===== src/rtl/swp_pkg.sv =====
package swp_pkg;

   typedef enum logic [2:0] {
      ST_IDLE,
      ST_P1,
      ST_P2,
      ST_D3,
      ST_D4,
      ST_D5
   } swp_step_e;

   typedef enum logic [2:0] {
      TK_OTHER,
      TK_LEAD,
      TK_SECOND,
      TK_UNLOCK,
      TK_ARM,
      TK_RELEASE
   } swp_tok_e;

   localparam logic [15:0] SWP_ADDR_KEY  = 16'h5555;
   localparam logic [15:0] SWP_ADDR_ALTH = 16'hAAAA;
   localparam logic [15:0] SWP_ADDR_ALTL = 16'h2AAA;
   localparam int          SWP_BYTE_W    = 8;

   localparam logic [7:0] SWP_D_LEAD    = 8'hAA;
   localparam logic [7:0] SWP_D_SECOND  = 8'h55;
   localparam logic [7:0] SWP_D_UNLOCK  = 8'hA0;
   localparam logic [7:0] SWP_D_ARM     = 8'h80;
   localparam logic [7:0] SWP_D_RELEASE = 8'h20;

endpackage


===== src/rtl/swp_match.sv =====
module swp_match
   import swp_pkg::*;
#(
   parameter int ADDR_W     = 17,
   parameter int DATA_W     = 32,
   parameter int CMP_ADDR_W = 15
) (
   input  logic [ADDR_W-1:0] addr,
   input  logic [DATA_W-1:0] data,
   output swp_tok_e          tok
);
   localparam int BW = SWP_BYTE_W;

   logic [CMP_ADDR_W-1:0] a_lo;
   logic [BW-1:0]         d_lo;
   logic                  at_key;
   logic                  at_alt;

   assign a_lo   = addr[CMP_ADDR_W-1:0];
   assign d_lo   = data[BW-1:0];
   assign at_key = (a_lo == SWP_ADDR_KEY[CMP_ADDR_W-1:0]);

   // Narrow compare: both second-step addresses fold to one pattern.
   generate
      if (CMP_ADDR_W <= 15) begin : g_alt_single
         assign at_alt = (a_lo == SWP_ADDR_ALTL[CMP_ADDR_W-1:0]);
      end else begin : g_alt_dual
         assign at_alt = (a_lo == SWP_ADDR_ALTL[CMP_ADDR_W-1:0]) ||
                         (a_lo == SWP_ADDR_ALTH[CMP_ADDR_W-1:0]);
      end
   endgenerate

   generate
      if (ADDR_W > CMP_ADDR_W) begin : g_addr_hi
         logic unused_addr_hi;
         assign unused_addr_hi = ^addr[ADDR_W-1:CMP_ADDR_W];
      end
      if (DATA_W > BW) begin : g_data_hi
         logic unused_data_hi;
         assign unused_data_hi = ^data[DATA_W-1:BW];
      end
   endgenerate

   always_comb begin
      tok = TK_OTHER;
      if (at_key && d_lo == SWP_D_LEAD)         tok = TK_LEAD;
      else if (at_alt && d_lo == SWP_D_SECOND)  tok = TK_SECOND;
      else if (at_key && d_lo == SWP_D_UNLOCK)  tok = TK_UNLOCK;
      else if (at_key && d_lo == SWP_D_ARM)     tok = TK_ARM;
      else if (at_key && d_lo == SWP_D_RELEASE) tok = TK_RELEASE;
   end
endmodule


===== src/rtl/swp_tracker.sv =====
module swp_tracker
   import swp_pkg::*;
(
   input  logic      clk,
   input  logic      rst_n,
   input  logic      wr_valid,
   input  logic      bypass,
   input  swp_tok_e  tok,
   output swp_step_e cur_step,
   output logic      step_hit,
   output logic      done_unlock,
   output logic      done_release
);
   swp_step_e step_q, step_n;
   logic      hit_c, unl_c, rel_c;
   logic      take;

   assign take = wr_valid && !bypass;

   always_comb begin
      step_n = ST_IDLE;
      hit_c  = 1'b0;
      unl_c  = 1'b0;
      rel_c  = 1'b0;
      unique case (step_q)
         ST_IDLE: if (tok == TK_LEAD)   begin step_n = ST_P1; hit_c = 1'b1; end
         ST_P1:   if (tok == TK_SECOND) begin step_n = ST_P2; hit_c = 1'b1; end
         ST_P2: begin
            if (tok == TK_UNLOCK) begin
               hit_c = 1'b1;
               unl_c = 1'b1;
            end else if (tok == TK_ARM) begin
               step_n = ST_D3;
               hit_c  = 1'b1;
            end
         end
         ST_D3:   if (tok == TK_LEAD)   begin step_n = ST_D4; hit_c = 1'b1; end
         ST_D4:   if (tok == TK_SECOND) begin step_n = ST_D5; hit_c = 1'b1; end
         ST_D5: begin
            if (tok == TK_RELEASE) begin
               hit_c = 1'b1;
               rel_c = 1'b1;
            end
         end
         default: step_n = ST_IDLE;
      endcase
   end

   always_ff @(posedge clk) begin
      if (!rst_n)    step_q <= ST_IDLE;
      else if (take) step_q <= step_n;
   end

   assign cur_step     = step_q;
   assign step_hit     = take && hit_c;
   assign done_unlock  = take && unl_c;
   assign done_release = take && rel_c;
endmodule


===== src/rtl/swp_guard.sv =====
module swp_guard
   import swp_pkg::*;
(
   input  logic      clk,
   input  logic      rst_n,
   input  logic      wr_valid,
   input  logic      window_expired,
   input  swp_step_e cur_step,
   input  logic      step_hit,
   input  logic      done_unlock,
   input  logic      done_release,
   output logic      grant_q,
   output logic      prot_q,
   output logic      dec_valid,
   output logic      dec_pass,
   output logic      dec_cmd
);
   logic early_step;
   logic cmd_c;
   logic pass_c;

   // First two bytes only commit to nothing; they are data when unprotected.
   assign early_step = (cur_step == ST_IDLE) || (cur_step == ST_P1);
   assign cmd_c      = step_hit && (!early_step || prot_q);
   assign pass_c     = wr_valid && !cmd_c && (!prot_q || grant_q);

   always_ff @(posedge clk) begin
      if (!rst_n) begin
         grant_q   <= 1'b0;
         prot_q    <= 1'b0;
         dec_valid <= 1'b0;
         dec_pass  <= 1'b0;
         dec_cmd   <= 1'b0;
      end else begin
         dec_valid <= wr_valid;
         dec_pass  <= pass_c;
         dec_cmd   <= wr_valid && cmd_c;
         if (done_unlock)         grant_q <= 1'b1;
         else if (window_expired) grant_q <= 1'b0;
         if (done_release)             prot_q <= 1'b0;
         else if (wr_valid && grant_q) prot_q <= 1'b1;
      end
   end
endmodule


===== src/rtl/swp_gate.sv =====
module swp_gate
   import swp_pkg::*;
#(
   parameter int ADDR_W     = 17,
   parameter int DATA_W     = 32,
   parameter int CMP_ADDR_W = 15
) (
   input  logic              clk,
   input  logic              rst_n,
   input  logic              wr_valid,
   input  logic [ADDR_W-1:0] wr_addr,
   input  logic [DATA_W-1:0] wr_data,
   input  logic              window_expired,
   output logic              dec_valid,
   output logic              dec_pass,
   output logic              dec_cmd,
   output logic              prot_active
);
   generate
      if (CMP_ADDR_W > ADDR_W || CMP_ADDR_W > 16 || CMP_ADDR_W < 14) begin : g_bad_cmp
         $error("swp_gate: CMP_ADDR_W out of range");
      end
      if (DATA_W < SWP_BYTE_W) begin : g_bad_data
         $error("swp_gate: DATA_W below one byte");
      end
   endgenerate

   swp_tok_e  tok;
   swp_step_e cur_step;
   logic      step_hit, done_unlock, done_release;
   logic      grant_q, prot_q;

   swp_match #(
      .ADDR_W(ADDR_W), .DATA_W(DATA_W), .CMP_ADDR_W(CMP_ADDR_W)
   ) u_match (
      .addr(wr_addr), .data(wr_data), .tok(tok)
   );

   swp_tracker u_track (
      .clk(clk), .rst_n(rst_n), .wr_valid(wr_valid), .bypass(grant_q),
      .tok(tok), .cur_step(cur_step), .step_hit(step_hit),
      .done_unlock(done_unlock), .done_release(done_release)
   );

   swp_guard u_guard (
      .clk(clk), .rst_n(rst_n), .wr_valid(wr_valid),
      .window_expired(window_expired), .cur_step(cur_step),
      .step_hit(step_hit), .done_unlock(done_unlock),
      .done_release(done_release), .grant_q(grant_q), .prot_q(prot_q),
      .dec_valid(dec_valid), .dec_pass(dec_pass), .dec_cmd(dec_cmd)
   );

   assign prot_active = prot_q;
endmodule


===== config.mk =====
export PLATFORM = sky130hd
export DESIGN_NAME = swp_gate
export DESIGN_NICKNAME = d
export VERILOG_FILES = /design/src/rtl/swp_pkg.sv /design/src/rtl/swp_match.sv /design/src/rtl/swp_tracker.sv /design/src/rtl/swp_guard.sv /design/src/rtl/swp_gate.sv
export SDC_FILE = /design/constraint.sdc
export NUM_CORES = 1
export LEC_CHECK = 0
export ABC_AREA = 0
export BUFFER_PORTS_ARGS = -buffer_cell sky130_fd_sc_hd__buf_2
export CAP_MARGIN = 10
export CORE_MARGIN = 2
export CORE_UTILIZATION = 38
export CTS_BUF_LIST = sky130_fd_sc_hd__clkbuf_4 sky130_fd_sc_hd__clkbuf_8
export CTS_CLUSTER_DIAMETER = 100
export CTS_CLUSTER_SIZE = 14
export DETAILED_ROUTE_END_ITERATION = 6
export PLACE_DENSITY = 0.79
export SLEW_MARGIN = 25
export SYNTH_ARGS = -nofsm -noshare
export SYNTH_HDL_FRONTEND = slang
export SYNTH_SLANG_ARGS = --single-unit

===== constraint.sdc =====
create_clock -name clk -period 1.5 [get_ports clk]
set_input_delay 0.3 -clock clk [delete_from_list [all_inputs] [get_ports clk]]
set_output_delay 0.3 -clock clk [all_outputs]
set_load 0.02 [all_outputs]

# --- Yosys cells after proc, flatten, opt, wreduce, memory -nomap -nowiden ---
# Index checks and enable logic that the tools add are counted.
classes:
  add_sub_neg: 0
  mul: 0
  div_mod_pow: 0
  n_lt_le_gt_ge: 0
  eq_ne: 17
  shift: 0
  n_mux: 23
  n_bitwise: 1
  reduce_logical: 26
op_table:
  columns: ["cell", "count"]
  rows:
  - ["$eq A8 B8 Y1 const B", 3]
  - ["$mux W3", 8]
  - ["$eq A15 B14 Y1 const B", 1]
  - ["$eq A15 B15 Y1 const B", 1]
  - ["$pmux W3 S5", 1]
  - ["$logic_and A1 B1 Y1", 14]
  - ["$eq A3 B2 Y1 const B", 4]
  - ["$eq A3 B3 Y1 const B", 4]
  - ["$mux W1", 11]
  - ["$eq A8 B6 Y1 const B", 1]
  - ["$eq A8 B7 Y1 const B", 1]
  - ["$eq A3 B1 Y1 const B", 2]
  - ["$reduce_or A2 Y1", 3]
  - ["$logic_not A1 Y1", 4]
  - ["$mux W2", 2]
  - ["$pmux W1 S4", 1]
  - ["$logic_not A3 Y1", 1]
  - ["$logic_or A1 B1 Y1", 3]
  - ["$reduce_bool A2 Y1", 1]
  - ["$not A1 Y1", 1]
word_totals:
  reg_bits: 8
  latchBits: 0
  mem_bits_rw: 0
  mem_bits_ro: 0
  in_bits: 53
  output_inout_bits: 4
  wordCells: 73
  n_memories: 0

# --- Logic depth before layout (Yosys ltp) ---
# Gate-level depths: netlist of run 1.
logic_depth:
  word_depth: 16
  depth_mapped: 7
  depth_no_buf: 5

# --- Hierarchy ---
# From an unflattened synthesis of run 1, not the netlist that was laid out.
hier_totals:
  cells_unflattened: 88
  area_unflattened_um2: 695.7
modules_own_cells:
  columns: ["module", "instances", "cells_per_inst", "area_each_um2"]
  rows:
  - ["swp_tracker", 1, 48, 339.1]
  - ["swp_match", 1, 24, 186.4]
  - ["swp_guard", 1, 16, 170.2]

# --- Worst setup path before layout of run 1 ---
# Ideal clock, no wire load.
synth_timing:
  path_type: "reg-to-reg"
  from: "register u_track.step_q[2], in the netlist u_track.cur_step[2]"
  to: "register u_guard.dec_cmd"
  arrival_time_ns: 1.316
  t_required_ns: 1.373
  setup_slack_ns: 0.057
  stages_incl_launch_ff: 7
  n_path_buf: 2
  period_less_slack_ns: 1.443
  cell_sequence: "dfxtp_1 buf_6 or3_4 and3_4 buf_6 a41oi_1 a31oi_1"
synth_via:
  elab_chain_len: 6
  elab_cells_between_ends: 15
  cone_classes: "eq/ne (5); mux (1); reduce/logical (9)"
synth_lines:
  columns: ["element", "line_no", "rtl"]
  rows:
  - ["start: declaration", "swp_tracker.sv:14", "swp_step_e step_q, step_n;"]
  - ["start signal: assignment", "swp_tracker.sv:51", "else if (take) step_q <= step_n;"]
  - ["$eq A3 B3 Y1 (tied with other cells)", "swp_tracker.sv:25", "unique case (step_q)"]
  - ["$reduce_or A2 Y1 (no line) / $logic_or A1 B1 Y1 (equally long branches)", null, null]
  - ["$pmux W1 S4 / $logic_not A1 Y1 (equally long branches)", "swp_tracker.sv:25, swp_guard.sv:24", null]
  - ["$logic_and A1 B1 Y1 / $logic_or A1 B1 Y1 (equally long branches)", "swp_tracker.sv:55, swp_guard.sv:24", null]
  - ["$logic_and A1 B1 Y1 (*)", "swp_guard.sv:24", "assign cmd_c = step_hit && (!early_step || prot_q);"]
  - ["$logic_and A1 B1 Y1 (*)", "swp_guard.sv:37", "dec_cmd <= wr_valid && cmd_c;"]
  - ["end signal: assignment", "swp_guard.sv:37", null]
  - ["end: declaration", "swp_guard.sv:16", "output logic dec_cmd"]
# Every way passes the cells marked *; elsewhere a longest branch is shown, timed or not.
# A chain may end at the register's enable or synchronous reset.

# --- Worst setup path after layout of run 1 ---
layout_timing:
  from: "input wr_addr[5]"
  to: "register u_guard.grant_q"
layout_via:
  elab_chain_len: 12
  elab_cells_between_ends: 18
  cone_classes: "eq/ne (3); mux (8); reduce/logical (7)"
layout_lines:
  columns: ["element", "line_no", "rtl"]
  rows:
  - ["start: declaration", "swp_gate.sv:11", "input logic [ADDR_W-1:0] wr_addr,"]
  - ["$eq A15 B15 Y1", "swp_match.sv:21", "assign at_key = (a_lo == SWP_ADDR_KEY[CMP_ADDR_W-1:0]);"]
  - ["$logic_and A1 B1 Y1", "swp_match.sv:50", "else if (at_key && d_lo == SWP_D_RELEASE) tok = TK_RELEASE;"]
  - ["$mux W3", "swp_match.sv:50", null]
  - ["$mux W3", "swp_match.sv:49", "else if (at_key && d_lo == SWP_D_ARM) tok = TK_ARM;"]
  - ["$mux W3", "swp_match.sv:48", "else if (at_key && d_lo == SWP_D_UNLOCK) tok = TK_UNLOCK;"]
  - ["$mux W3", "swp_match.sv:47", "else if (at_alt && d_lo == SWP_D_SECOND) tok = TK_SECOND;"]
  - ["$mux W3 (*)", "swp_match.sv:46", "if (at_key && d_lo == SWP_D_LEAD) tok = TK_LEAD;"]
  - ["$eq A3 B2 Y1 (*)", "swp_tracker.sv:29", "if (tok == TK_UNLOCK) begin"]
  - ["$mux W1 (*)", "swp_tracker.sv:29", null]
  - ["$mux W1 (*)", "swp_tracker.sv:25", null]
  - ["$logic_and A1 B1 Y1 (*)", "swp_tracker.sv:56", "assign done_unlock = take && unl_c;"]
  - ["$mux W1 / $reduce_bool A2 Y1 (equally long branches)", null, null]
  - ["end signal: assignment", "swp_guard.sv:29", "grant_q <= 1'b0;"]
  - ["end signal: assignment", "swp_guard.sv:38", "if (done_unlock) grant_q <= 1'b1;"]
  - ["end signal: assignment", "swp_guard.sv:39", "else if (window_expired) grant_q <= 1'b0;"]
  - ["end: declaration", "swp_guard.sv:12", "output logic grant_q,"]
# Marks and branches as above.

==> metrics.yaml, run 1 <==
power:
  ir_drop_v: 0.000327
  power_leakage_nw: 0.489
  powerDensity_mw_per_mm2: 461
route:
  first_iter_violations: 24
  totalWireLength_mm: 2.32
  ant_nets: 0
  num_vias: 977
  drc: 0
  wire_per_inst_microns: 13.5
  vias_per_cell: 5.68
  dr.pass1.iters: 4
cells_and_area:
  final_util_pct: 59.9
  final_cell_mix: "30 x buf_2, 16 x buf_4, 12 x nand2_1"
  layout_commonest_cell: "buf_2"
  fin_nets: 200
  area_growth_pct: 48.3
  layout-drive-gt1-share_pct: 46.2
  nFillCells: 190
  n_antenna_cell: 0
critical_path:
  criticalPathCategory: "input port to register"
  reg2reg_from: "u_track.cur_step[1]"
  cp.arrival_ps: 1580
  crit_required_ps: 1680
  cp-startpoint: "wr_addr[5]"
  cp_max_fo: 4
  startpoint_type: "input port"
  end_kind: "register"
floorplan:
  dieWidth_microns: 49.7
  num_rows: 16
  initial_core_util_pct: 40.4
  die_h_microns: 49.7
  core_area_sq_mm: 0.00196
  io_pins: 57
  die_area_sq_mm: 0.00247
sta:
  timing.hold.ws_ps: 325
  period_share_pct: 93.1
  setup_viol: 0
  rsz0062_at_grt: "false"
  max_slew_margin_pct: 76.3
  finalWorstSetupSlack_ps: 104
  clock_skew_ps: 1.45
  fmax_mhz: 716
  slew_violations: 0
  layout_min_cycle_time_ps: 1400
  tightest_slew_ps: 355
  hold_viol_final: 0
synthesis:
  synth_top_family_by_area: "simple AND/OR/NAND/NOR gates"
  ys_seq_area_share_pct: 20.2
  synth-compound-area-share_pct: 15.5
  syn-cell-area_sq_um: 793
  syn_nets: 151
  synth_xor_area_share_pct: 1.10
  synth_edf_count: 0
  ys_ff_latch: 8
  yosys_warnings: 0
  synth-main-ff-cell: "dfxtp_1"
  synthAdderAreaFrac_pct: 0
  netlist_instances: 98
  ys_types: 42
  synthMuxAreaShare_pct: 0
  synthArstFlopShare_pct: 0
  avgSynthCellArea_sq_um: 8.09
  synthSimpleGateAreaFrac_pct: 57.4
placed_design:
  dp_hpwl_mm: 1.95
  portBuffers: 30
  dp_slack_ps: -155
  place.gp.congestion: 0.978
cts:
  clk_latency_ps: 250
  h-tree-depth: 1
  cts_buffers: 3
  cts_tree: "done"
  cts_max_path_buffers: 2
  cts_hold_buf: 0
  cts_root_buf: "clkbuf_4"
  path_clk_slew_ps: 50
  clock_sinks: 8
global_routing:
  grt_pass1_wl_mm: 3.97
  grt_pass1_vias: 933
  grt.total_usage_pct: 20.5
  antenna_found_initial: 0
  grt_max_degree: 8
  overflow: 0
run:
  maxCapViolations: 0
hold_path:
  hp-class: "input port to register"
  hp-start: "rst_n"
status:
  status: "complete, no violations"
[stage by stage]
step | cell area, sq um | TNS (ps) | std cells | total power [mW]
global route | 1180 | 0 | 172 | 0.579
finish | 1180 | 0 | 172 | 0.542
floorplan | 793 | 0 | 98 | 0.285
global placement | 1100 | -348 | 168 | 0.370
detailed placement | 1100 | -679 | 168 | 0.377
CTS | 1120 | 0 | 171 | 0.534
[layer usage]
layer / part of all wire, % / vias up / global-route usage [%]
li1: - / 475 / -
met1: 38 / 439 / 23.3
met2: 53 / 59 / 38.0
met3: 7.2 / 4 / 3.03
met4: 1.4 / 0 / 7.41
met5: 0 / - / 0
[worst paths after layout]
path	slack [ps]	endpoint	depth (start not counted)
min reg2reg	480	u_guard.prot_q	2
max	100	u_guard.grant_q	6
max reg2reg	110	u_guard.dec_cmd	4
min	320	u_guard.dec_valid	2
[flip-flops by register name, indices dropped and copies added, names as in the netlist]
signal	cells
u_guard.grant_q	1
u_guard.prot_q	1
u_guard.dec_valid	1
u_guard.dec_pass	1
u_track.cur_step	3
u_guard.dec_cmd	1
[Yosys cell counts (all sizes together) (2+ instances only)]
library cell / number / area, sq um
nand4b: 3 / 32.5
nor4b: 3 / 38.8
nor3: 6 / 35.0
o21ai: 5 / 25.0
and4b: 3 / 30.0
nand2b: 2 / 15.0
or3: 3 / 23.8
a31oi: 2 / 12.5
nand2: 12 / 45.0
nand3: 6 / 30.0
dfxtp: 8 / 160
and4bb: 4 / 50.1
a21oi: 4 / 20.0
nor2: 5 / 18.8
inv: 4 / 15.0
nand4: 3 / 18.8
nor4: 6 / 56.3
buf: 3 / 27.5
[cell families after synthesis]
| group | Yosys count |
|---|---|
| buf+inv | 8 |
| compound gates | 18 |
| flops | 8 |
| xor+xnor | 1 |
| simple gates | 63 |
[power breakdown]
group          internal, mW  switching (mW)
Combinational        0.0800          0.0786
Clock                0.0914          0.0704
Sequential            0.217         0.00418
[layout make-up]
class | instances | area, sq um | share of cell area (%)
multi-input combinational | 82 | 631 | 53.6
timing repair buffer | 48 | 310 | 26.4
sequential | 8 | 164 | 13.9
tap | 27 | 33.8 | 2.87
clock buffer | 3 | 22.5 | 1.91
inverter | 4 | 15.0 | 1.28
[critical path, stage by stage]
cell and delay (ps):
buf_2 120, and4bb_1 280, nand4b_2 180, nor4_2 410
nand3_1 130, a21oi_1 160
[timing repair]
action	CTS	global route
buffers inserted	0	1
setup endpoints to repair	0	3
gates resized for setup	0	8
No activity file was read; power rests on OpenSTA's default activity.
==> run 2: changes to the inputs <==
CORE_UTILIZATION = 42   (was 38)
MAX_ROUTING_LAYER = met4   (was default)
PLACE_DENSITY = 0.82   (was 0.79)
clock period = 1.6 ns   (was 1.5 ns; I/O delays follow)
==> metrics.yaml, run 2 (same netlist as run 1, synthesis figures left out) <==
status:
  status: "complete, no violations"
global_routing:
  antenna_found_initial: 0
  overflow: 0
  grt_pass1_vias: 814
  grt.total_usage_pct: 22.5
  grt_max_degree: 9
  grt_pass1_wl_mm: 3.44
critical_path:
  r2r_cells: 4
  cp_max_fo: 7
  r2r-end: "u_guard.dec_cmd"
  cp.arrival_ps: 1580
  criticalPathCategory: "register to register"
  crit_required_ps: 1720
  r2r_slack_ps: 140
  reg2reg_from: "u_track.cur_step[1]"
  end_kind: "register"
  startpoint_type: "register"
placed_design:
  dp_hpwl_mm: 1.89
  portBuffers: 30
  place.gp.congestion: 0.862
  place_inst: 160
  dp_slack_ps: -69.5
floorplan:
  dieWidth_microns: 47.5
  core_area_sq_mm: 0.00175
  die_area_sq_mm: 0.00225
  num_rows: 15
  io_pins: 57
  die_h_microns: 47.5
  initial_core_util_pct: 45.4
cells_and_area:
  area_growth_pct: 33.3
  n_antenna_cell: 0
  layout-drive-gt1-share_pct: 40.6
  fin_nets: 193
  layout_commonest_cell: "buf_2"
  final_util_pct: 60.6
  largest_reg_flops: 3
  final_cell_mix: "30 x buf_2, 12 x nand2_1, 11 x buf_4"
  final-instance-count-excl-fill: 163
power:
  powerDensity_mw_per_mm2: 461
  p_int_mw: 0.353
  pwr-share-clk_pct: 30.4
  seqPwrFrac_pct: 43.1
  p_sw_mw: 0.135
  p_comb_share_pct: 26.4
  swShare_pct: 27.6
  power_leakage_nw: 0.419
  finalPower_mw: 0.488
  ir_drop_v: 0.000378
route:
  first_iter_violations: 29
  vias_per_cell: 5.71
  num_vias: 931
  dr.pass1.iters: 4
  ant_nets: 0
  wire_per_inst_microns: 13.8
  drc: 0
  totalWireLength_mm: 2.24
hold_path:
  min_path_cells: 3
  hold_path_end: "u_guard.grant_q"
  hp-start: "window_expired"
  hp-class: "input port to register"
cts:
  cts_buffers: 3
  clk_latency_ps: 250
  post_cts_buffers: 0
  cts_root_buf: "clkbuf_4"
  cts_max_path_buffers: 2
  cts_hold_buf: 0
  path_clk_slew_ps: 50
  h-tree-depth: 1
  clock_sinks: 8
  cts_tree: "done"
sta:
  layout_min_cycle_time_ps: 1460
  fmax_mhz: 686
  tightest_slew_ps: 360
  slew_violations: 0
  clock_skew_ps: 6.66
  finalWorstSetupSlack_ps: 142
  rsz0062_at_grt: "false"
  period_share_pct: 91.1
  max_slew_margin_pct: 75.8
  setup_viol: 0
  hold_viol_final: 0
run:
  maxCapViolations: 0
-- run 2: cell types whose count changed in the layout (fill, tap and decap cells not counted), sizes merged --
| cell | change |
|---|---|
| buf | -7 |
-- run 2: layer usage --
metal  GRT usage, %  wire (microns)  vias to the layer above
met5              -               0                        -
met4           2.22               0                        0
met3           4.91             136                        0
met2           41.1            1190                       36
met1           25.8             917                      432
li1               -               -                      463
-- run 2: layout make-up --
type                       instances  area [sq um]
inverter                           4          15.0
tap                               25          31.3
sequential                         8           160
timing repair buffer              41           233
clock buffer                       3          22.5
multi-input combinational         82           596
fill                             162           688
-- run 2: worst max-delay path by stage --
stage	start	to	slack (ps)	cells past startpoint
finish	u_track.cur_step[1]	u_guard.dec_cmd	140	4
detailed placement	wr_addr[10]	u_guard.dec_pass	-70	6
global placement	wr_addr[1]	u_guard.prot_q	-9	6
CTS	u_track.cur_step[1]	u_guard.dec_cmd	160	4
floorplan	wr_addr[9]	u_guard.prot_q	150	5
global route	u_track.cur_step[1]	u_guard.dec_cmd	10	5
-- run 2: metrics by stage --
| stage | hold WS [ps] | setup TNS [ps] | area, sq um |
|---|---|---|---|
| 6_report | 340 | 0 | 1060 |
| 5_1_grt | 359 | 0 | 1060 |
| 4_1_cts | 336 | 0 | 1050 |
| 3_5_place_dp | 511 | -224 | 1030 |
| 3_3_place_gp | 467 | -17.4 | 1030 |
| 2_1_floorplan | 454 | 0 | 793 |
-- run 2: what timing repair did --
item / in CTS / in global routing
endpoints found under the hold margin: 0 / 0
endpoints found under the setup margin: 0 / 1
gates resized for setup: 0 / 1
-- run 2: critical path, cell delays in order, from the launching register on --
cell	delay (ps)
dfxtp_1	380
or3_4	420
and3_4	200
a41oi_1	230
a31oi_1	110
-- run 2: power by group through the flow --
| stage | clock, mW | sequential [mW] | combinational (mW) |
|---|---|---|---|
| global placement | 0 | 0.214 | 0.120 |
| CTS | 0.152 | 0.210 | 0.126 |
| detailed placement | 0 | 0.214 | 0.126 |
| finish | 0.148 | 0.210 | 0.129 |
| floorplan | 0 | 0.213 | 0.0539 |
| global route | 0.160 | 0.211 | 0.142 |
==> run 3: changes to the inputs <==
CORE_UTILIZATION = 40   (was 42)
CTS_BUF_LIST = default   (was sky130_fd_sc_hd__clkbuf_4 sky130_fd_sc_hd__clkbuf_8)
PLACE_DENSITY = 0.79   (was 0.82)
==> metrics.yaml, run 3 (same netlist as run 1, synthesis figures left out) <==
sta:
  rsz0062_at_grt: "false"
  slew_violations: 0
  hold_viol_final: 0
  period_share_pct: 87.9
  fmax_mhz: 711
  finalWorstSetupSlack_ps: 193
  layout_min_cycle_time_ps: 1410
  tightest_slew_ps: 332
  setup_viol: 0
  max_slew_margin_pct: 77.7
  clock_skew_ps: 1.69
critical_path:
  r2r_slack_ps: 190
  crit_required_ps: 1780
  end_kind: "register"
  r2r-end: "u_guard.dec_cmd"
  criticalPathCategory: "register to register"
  cp.arrival_ps: 1590
  cp_max_fo: 7
  cp-startpoint: "u_track.cur_step[1]"
  setup.worst_path.end: "u_guard.dec_cmd"
  startpoint_type: "register"
  reg2reg_from: "u_track.cur_step[1]"
  r2r_cells: 5
cts:
  h-tree-depth: 1
  clk_latency_ps: 250
  path_clk_slew_ps: 60
  cts_hold_buf: 0
  clock_sinks: 8
  cts_resized: 0
  cts_root_buf: "clkbuf_4"
  cts_tree: "done"
  cts_max_path_buffers: 2
  cts_buffers: 3
  post_cts_buffers: 0
global_routing:
  grt_max_degree: 9
  grt.total_usage_pct: 19.6
  grt_pass1_vias: 862
  grt_pass1_wl_mm: 3.61
  overflow: 0
  antenna_found_initial: 0
hold_path:
  hp-class: "input port to register"
floorplan:
  dieWidth_microns: 48.5
  core_area_sq_mm: 0.00192
  num_rows: 16
  initial_core_util_pct: 41.3
  die_area_sq_mm: 0.00236
  io_pins: 57
  die_h_microns: 48.5
route:
  totalWireLength_mm: 2.19
  drc: 0
  dr.pass1.iters: 4
  wire_per_inst_microns: 13.2
  vias_per_cell: 5.70
  ant_nets: 0
  first_iter_violations: 33
  num_vias: 940
cells_and_area:
  layout-drive-gt1-share_pct: 40.6
  largest_reg_flops: 3
  final_cell_mix: "30 x buf_2, 12 x nand2_1, 11 x buf_4"
  fin_nets: 193
  n_antenna_cell: 0
  final-instance-count-excl-fill: 165
  layout_commonest_cell: "buf_2"
  area_growth_pct: 32.5
power:
  ir_drop_v: 0.000190
  powerDensity_mw_per_mm2: 468
  power_leakage_nw: 0.416
status:
  status: "complete, no violations"
run:
  maxCapViolations: 0
placed_design:
  place_inst: 162
  place.gp.congestion: 0.923
  dp_hpwl_mm: 1.83
  dp_slack_ps: -57.9
  portBuffers: 30
run 3: cell counts in the layout (fill, tap and decap cells not counted):
No cell type changed its count.
run 3: where the power goes:
part	switching [mW]	internal, mW	leakage [nW]	total, mW
logic	0.0635	0.0624	0.337	0.126
registers	0.00560	0.204	0.0653	0.210
clock network	0.0704	0.0860	0.0138	0.156
total	0.140	0.353	0.416	0.492
run 3: how the worst min path moves through the flow:
stage / from / to / slack [ps] / cells after the start
5_1_grt: rst_n / u_guard.dec_valid / 350 / 2
3_3_place_gp: u_guard.grant_q / u_guard.prot_q / 470 / 2
4_1_cts: window_expired / u_guard.grant_q / 330 / 3
6_report: window_expired / u_guard.grant_q / 330 / 3
3_5_place_dp: u_guard.grant_q / u_guard.prot_q / 490 / 2
2_1_floorplan: u_guard.grant_q / u_guard.prot_q / 450 / 2
run 3: layout make-up:
type	count	area, sq um
inverter	4	15.0
multi-input combinational	82	587
tap	27	33.8
fill	193	871
sequential	8	160
clock buffer	3	22.5
timing repair buffer	41	233
run 3: critical path, cell delays in order (launching register included):
cell and delay, ps:
dfxtp_1 420, nor4b_2 270, o2111ai_1 180, nor4_2 230, a41oi_1 80, a31oi_1 150
run 3: routing by layer:
layer / track usage, % / vias to the layer above / share of wire, %
met2: 36.8 / 46 / 53
met3: 2.16 / 2 / 7.1
met1: 21.7 / 426 / 39
met4: 5.71 / 0 / 0.37
li1: - / 466 / -
met5: - / - / 0
run 3: metrics by stage:
stage                     total power, mW  hold WS (ps)  TNS, ps  area (sq um)  utilization (%)
after floorplan                     0.267           454        0           793                -
after global placement              0.334           471    -70.7          1030             53.5
after detailed placement            0.339           490     -151          1030             53.5
after CTS                           0.494           329        0          1050             54.7
after global routing                0.523           351        0          1050             54.7
final                               0.492           325        0          1050             54.7
